File: src/rtl/cmt_pkg.sv
package cmt_pkg;
  // decoded view of the seven used mode bits
  typedef struct packed {
    logic       t1_go;
    logic [1:0] t1_src;
    logic       t0_go;
    logic       t0_keep;
    logic [1:0] t0_src;
  } mode_t;

  localparam int MODE_BITS = $bits(mode_t);
  localparam int NUM_T     = 2;
endpackage

File: src/rtl/cmt_prescaler.sv
module cmt_prescaler #(
  parameter int NUM_TAPS = 4,
  parameter int STEP     = 2
) (
  input  logic                clk,
  input  logic                rst,
  output logic [NUM_TAPS-1:0] tap
);
  localparam int PS_W = NUM_TAPS * STEP;

  logic [PS_W-1:0] ps_q;

  always_ff @(posedge clk) begin
    if (rst) ps_q <= '0;
    else     ps_q <= ps_q + 1'b1;
  end

  // tap i fires once every 2^((i+1)*STEP) cycles
  for (genvar i = 0; i < NUM_TAPS; i++) begin : g_tap
    assign tap[i] = &ps_q[(i+1)*STEP-1:0];
  end

  assert_tap_single_R2: assert property (@(posedge clk) disable iff (rst)
    tap[0] |=> !tap[0]);
endmodule

File: src/rtl/cmt_unit.sv
module cmt_unit #(
  parameter int             W       = 8,
  parameter logic [W-1:0]   CMP_RST = '1
) (
  input  logic         clk,
  input  logic         rst,
  input  logic         clr,
  input  logic         run,
  input  logic         tick,
  input  logic         cmp_we,
  input  logic [W-1:0] cmp_wdata,
  output logic [W-1:0] cnt,
  output logic         match,
  output logic         irq
);
  logic [W-1:0] cmp_q;

  assign match = run && tick && !clr && (cnt == cmp_q);

  always_ff @(posedge clk) begin
    if (rst) begin
      cnt   <= '0;
      cmp_q <= CMP_RST;
      irq   <= 1'b0;
    end else begin
      irq <= match;
      if (cmp_we) cmp_q <= cmp_wdata;
      if (clr)                cnt <= '0;
      else if (run && tick)   cnt <= (cnt == cmp_q) ? '0 : cnt + 1'b1;
    end
  end

  assert_clear_R6: assert property (@(posedge clk) disable iff (rst)
    clr |=> cnt == '0);
  assert_hold_R7: assert property (@(posedge clk) disable iff (rst)
    (!clr && !run) |=> $stable(cnt));
  assert_wrap_R2: assert property (@(posedge clk) disable iff (rst)
    match |=> (cnt == '0) && irq);
  assert_step_R2: assert property (@(posedge clk) disable iff (rst)
    (run && tick && !clr && !match) |=> cnt == $past(cnt) + 1'b1);
  assert_pulse_R9: assert property (@(posedge clk) disable iff (rst)
    irq |=> !irq);
endmodule

File: src/rtl/cmt_pair.sv
module cmt_pair #(
  parameter int            DW        = 8,
  parameter int            AW        = 8,
  parameter logic [AW-1:0] MODE_ADDR = 8'hD0,
  parameter logic [AW-1:0] DATA_BASE = 8'hD2,
  parameter int            STEP      = 2,
  parameter int            NUM_TAPS  = 4
) (
  input  logic          clk,
  input  logic          rst,
  input  logic [AW-1:0] bus_addr,
  input  logic          bus_wr,
  input  logic [DW-1:0] bus_wdata,
  output logic [DW-1:0] bus_rdata,
  output logic          irq0,
  output logic          irq1
);
  import cmt_pkg::*;

  localparam logic [DW-1:0] MODE_MASK = DW'((1 << MODE_BITS) - 1);

  logic [NUM_TAPS-1:0]           tap;
  logic [DW-1:0]                 mode_raw;
  mode_t                         mode;
  mode_t                         wmode;
  logic                          mode_wr;
  logic [NUM_T-1:0]              clr_v, run_v, tick_v, we_v, match_v, irq_v;
  logic [NUM_T-1:0][DW-1:0]      cnt_v;
  logic [NUM_T-1:0]              addr_hit;
  logic                          any_hit;

  cmt_prescaler #(.NUM_TAPS(NUM_TAPS), .STEP(STEP)) u_ps (
    .clk (clk),
    .rst (rst),
    .tap (tap)
  );

  // mode register
  assign mode    = mode_t'(mode_raw[MODE_BITS-1:0]);
  assign wmode   = mode_t'(bus_wdata[MODE_BITS-1:0]);
  assign mode_wr = bus_wr && (bus_addr == MODE_ADDR);

  always_ff @(posedge clk) begin
    if (rst)          mode_raw <= '0;
    else if (mode_wr) mode_raw <= bus_wdata & MODE_MASK;
  end

  // per-timer control
  assign clr_v[0]  = mode_wr && wmode.t0_go;
  assign clr_v[1]  = mode_wr && wmode.t1_go;
  assign run_v[0]  = mode.t0_go || mode.t0_keep;
  assign run_v[1]  = mode.t1_go;
  assign tick_v[0] = tap[mode.t0_src];
  assign tick_v[1] = (mode.t1_src == 2'd0) ? match_v[0] : tap[mode.t1_src - 2'd1];

  for (genvar i = 0; i < NUM_T; i++) begin : g_tmr
    assign addr_hit[i] = (bus_addr == DATA_BASE + AW'(i));
    assign we_v[i]     = bus_wr && addr_hit[i];

    cmt_unit #(.W(DW)) u_unit (
      .clk       (clk),
      .rst       (rst),
      .clr       (clr_v[i]),
      .run       (run_v[i]),
      .tick      (tick_v[i]),
      .cmp_we    (we_v[i]),
      .cmp_wdata (bus_wdata),
      .cnt       (cnt_v[i]),
      .match     (match_v[i]),
      .irq       (irq_v[i])
    );
  end

  assign any_hit = (|addr_hit) || (bus_addr == MODE_ADDR);

  // registered read mux
  always_ff @(posedge clk) begin
    if (rst) begin
      bus_rdata <= '0;
    end else begin
      bus_rdata <= '0;
      if (bus_addr == MODE_ADDR) bus_rdata <= mode_raw;
      for (int i = 0; i < NUM_T; i++)
        if (addr_hit[i]) bus_rdata <= cnt_v[i];
    end
  end

  assign irq0 = irq_v[0];
  assign irq1 = irq_v[1];

  assert_cascade_R4: assert property (@(posedge clk) disable iff (rst)
    (irq_v[1] && ($past(mode.t1_src) == 2'd0)) |-> irq_v[0]);
  assert_unmapped_R11: assert property (@(posedge clk) disable iff (rst)
    !any_hit |=> bus_rdata == '0);
  assert_topbit_R8: assert property (@(posedge clk) disable iff (rst)
    mode_wr |=> mode_raw[DW-1:MODE_BITS] == '0);
endmodule

File: config.mk
export PLATFORM = sky130hd
export DESIGN_NAME = cmt_pair
export DESIGN_NICKNAME = d
export VERILOG_FILES = /design/src/rtl/cmt_pkg.sv /design/src/rtl/cmt_prescaler.sv /design/src/rtl/cmt_unit.sv /design/src/rtl/cmt_pair.sv
export SDC_FILE = /design/constraint.sdc
export NUM_CORES = 1
export LEC_CHECK = 0
export ABC_AREA = 1
export BUFFER_PORTS_ARGS = -buffer_cell sky130_fd_sc_hd__buf_2
export CAP_MARGIN = 20
export CELL_PAD_IN_SITES_DETAIL_PLACEMENT = 2
export CELL_PAD_IN_SITES_GLOBAL_PLACEMENT = 2
export CORE_ASPECT_RATIO = 1.75
export CORE_UTILIZATION = 35
export CTS_BUF_LIST = sky130_fd_sc_hd__clkbuf_4
export DETAILED_ROUTE_END_ITERATION = 7
export PLACE_DENSITY_LB_ADDON = 0.1
export SETUP_SLACK_MARGIN = 0.3
export SLEW_MARGIN = 20
export SYNTH_ARGS = -nofsm -noshare
export SYNTH_HDL_FRONTEND = slang
export SYNTH_SLANG_ARGS = --single-unit
File: constraint.sdc
create_clock -name clk -period 2.11 [get_ports clk]
set_input_delay 0 -clock clk [delete_from_list [all_inputs] [get_ports clk]]
set_output_delay 0 -clock clk [all_outputs]
set_load 0.01 [all_outputs]
==> metrics.md <==
| Metric | Value |
|---|---|
| Start point of the worst min-delay path | bus_addr[7] |
| CP peak stage delay | roughly 380 ps |
| Chip width | 69.9 µm |
| Rel. slew slack | 53.9% |
| Worst R2R Start | u_ps.ps_q[0] |
| FF-to-FF path depth | 11 |
| Share of layout cells above drive strength 1 | between 20% and 30% |
| Worst Path Class, Setup | register to register |
| Worst-Skew Late Latency | 430 ps |
| Ratio of total power to cell area | approximately 540 nW/µm² |
| Max-cap violations | 0 |
| Total global-route track usage | between 20% and 30% |
| Root buf cell | clkbuf_4 |
| EDFF count, synth | 0 |
| Worst Hold Endpoint | mode_raw[3] |
| Crit. End Element | register |
| Peak VDD IR | about 300 µV |
| Most frequent standard cell in the layout excluding fill and tap cells | nand2_1 |
| Initial antenna violation count | 0 |
| Worst setup skew after layout | 16.9 ps |
| Leakage power summed over all cells | roughly 1.6 nW |
| Top delay family on crit path | simple AND/OR/NAND/NOR gates |
| Effective utilization at floorplan | between 30% and 40% |
| Sequential cell area fraction in the yosys report | roughly 40% |
| Crit path required time | about 2400 ps |
| Quantity of I/O buffers inserted on ports | 28 |
| Via count of the first global-routing pass | 3,111 |
| Floorplan row count | 43 |
| Most common flop cell mapped by yosys | dfxtp_1 |
| Type of element launching the critical path | register |
| Global placement routability congestion | 0.825 |
| Cell with the most instances on the worst path | nand3_2 |
| Count of final hold-check violations | 0 |
| Global-route wire length before repair | 16,200 µm |
| Sum of net half-perimeters after detailed placement | 7460 µm |
| Outcome | completed |
| Unrepaired setup endpoints after global routing | yes |
| Total clock buffers created by CTS | 9 |
| Path category of the worst min-delay check | input port to register |
| Register-to-register setup slack | 330 ps |
| CTS tree | built |
| Post-Synthesis Cell Area | ~2800 µm² |
| Area growth from synthesis to layout | 23.9% |
| Largest net degree at the start of global routing | 23 |
| Setup TNS after final layout | 0 ps |
| Net count after synthesis | 416 |
| Number of DRC markers after the initial detailed-route iteration | 88 |
| Maximum fanout count along the critical path | 8 |
| Worst hold path cell count | 5 |
| Synth Warn # | 0 |
| Placeable core area | between 7000 and 8000 µm² |
| Top-level I/O count | 29 |
| Portion of the clock cycle consumed by the worst path in the final layout | 84.5% |
| Cell with the largest stage delay on the worst path | dfxtp_4 |
| Final Max Slew Viols | 0 |
| Shortest period the worst path allows | 1780 ps |
| Total wire length after detailed routing | between 10,000 and 15,000 µm |
| Average wire per cell in the routed design | 19.2 µm |
| Drt via density | between 5 and 6 |
| Sequence of cells on the critical path | ha_4 -> nand2_4 -> nor2_4 -> nand3_2 -> nand3_4 -> nand3_2 -> o21bai_4 -> buf_12 -> nand3_2 -> nand2_1 -> nor2_1 |
| Global route overflow | 0 |
| Floorplan die height | 121 µm |
| Clock transition at the register clock pins on the worst setup and hold paths after CTS | 110 ps |
| Clock sink total | 57 |
| Count of cell types in the netlist | 35 |
| Maximum frequency from static timing analysis | 0.561 GHz |
| Critical register-to-register path endpoint | g_tmr[1].u_unit.cnt[7] |
| Mean post-synth cell area | 7.20 µm² |
| Combined buffer and inverter count along the critical path | 1 |
| CTS H-tree lvls | 3 |
| Arrival time of data at the critical path endpoint | 2110 ps |
| Number of antenna repair diodes | 0 |
| Vias post-DR | 2,873 |
| Number of nets at the end of the flow | 472 |
| Async set or reset register ratio after synthesis | 0% |
| Leading cell types in the layout, fill and taps excluded | nand2_1 (80), dfxtp_1 (53), inv_1 (48), nor2_1 (38), buf_2 (28) |
| Worst-margin pin slew | 689 ps |
| Number of logic stages on the critical path including buffering | 11 |
| Antenna-violating nets left | 0 |
| DRC violations left | 0 |
| Die area | approximately 8500 µm² |
| Count of state elements after synthesis | 57 |
| Fill cell count | ~940 |
| Final setup fails | 0 |
| Final Core Density | 44.6% |
| Largest buffer count on any clock path | 2 |
| Number of optimization iterations in the first detailed-route pass | 4 |
| Synthesized netlist cell count | 393 |
-- worst min-delay path, stage by stage --
cell and delay, ps:
buf_2 100, nand2_1 60, nor2_2 70, nand4_1 200, a21oi_1 90
-- area by class of cell --
type / instances / area, µm² / share of cell area [%]
flip-flops and latches: 57 / 1150 / 32.8
well taps: 90 / 113 / 3.21
clock inverters: 4 / 21.3 / 0.607
multi-input cells: 270 / 1540 / 43.9
repair buffers: 55 / 388 / 11.1
inverters: 56 / 213 / 6.07
clock buffers: 11 / 82.6 / 2.36
-- how the worst max path moves through the flow --
| stage | endpoint | start |
|---|---|---|
| floorplan | g_tmr[1].u_unit.cnt[2] | u_ps.ps_q[0] |
| global placement | g_tmr[1].u_unit.cnt[0] | u_ps.ps_q[0] |
| detailed placement | g_tmr[1].u_unit.cnt[0] | u_ps.ps_q[0] |
| CTS | g_tmr[1].u_unit.cnt[2] | u_ps.ps_q[1] |
| global route | g_tmr[1].u_unit.cnt[7] | u_ps.ps_q[0] |
| finish | g_tmr[1].u_unit.cnt[7] | u_ps.ps_q[0] |
-- sequential cells by signal (all words and copies together), names as in the netlist --
register            cells
g_tmr.u_unit.cnt       16
g_tmr.u_unit.cmp_q     16
bus_rdata               8
mode_raw                7
g_tmr.u_unit.irq        2
u_ps.ps_q               8
-- cell usage after synthesis, types with 2 or more instances --
library cell  instances  area (µm²)
nand2_1              85         319
dfxtp_1              57        1140
inv_1                48         180
nor2_1               41         154
nand3_1              30         150
a21oi_1              25         125
o21ai_0              19        95.1
xor2_1               10        87.6
nand4_1               8        50.1
o211ai_1              7        52.6
inv_2                 6        22.5
nor2_2                5        31.3
o221ai_1              5        43.8
buf_2                 4        20.0
clkbuf_1              4        15.0
ha_1                  4        50.1
nand3_2               4        40.0
nor3_1                4        20.0
xnor2_1               4        35.0
a21oi_2               2        17.5
buf_6                 2        22.5
nand2_2               2        12.5
nor3_2                2        20.0
nor3b_1               2        15.0
o22ai_1               2        12.5
or2_2                 2        12.5
-- what timing repair did --
action	CTS	global route
resized for setup	10	23
setup buffers	4	3
pin swaps	4	11
hold buffers	10	0
endpoints found under the setup margin	16	16
hold endpoints to repair	28	0
-- report_power, final --
group | internal (W) | switching [W]
logic | 0.0000505 | 0.0000681
registers | 0.00108 | 0.00000741
clock network | 0.000254 | 0.000421
total | 0.00139 | 0.000497
-- metal layers --
metal	global-route usage [%]	up-vias	wire length, µm
met3	4.40	24	205
met4	12.3	0	320
met1	24.3	1419	3780
met5	0	-	0
li1	-	1390	-
met2	50.9	40	6110
-- metrics by stage --
stage               cell area (µm²)  power, W  setup WS, ps  instances  hold WS, ps
floorplan                      2830   0.00115           552        393         99.7
global placement               3100   0.00119           251        511          256
detailed placement             3100   0.00120          97.3        511          262
CTS                            3380   0.00189           301        540          106
global route                   3500   0.00195           252        543          176
finish                         3500   0.00188           328        543          131
-- kinds of logic (layout without fill, tap and decap cells) --
logic type,after synthesis,count (layout),share of synthesized area (%)
and+or+nand+nor,188,188,30.0
xor gates and xnor gates,14,14,4.34
buffers and inverters,66,126,9.56
adders and majority gates,4,4,1.77
DFF,57,57,40.4
AOI/OAI and AO/OA,64,64,13.9
No activity file was read; power rests on OpenSTA's default activity.
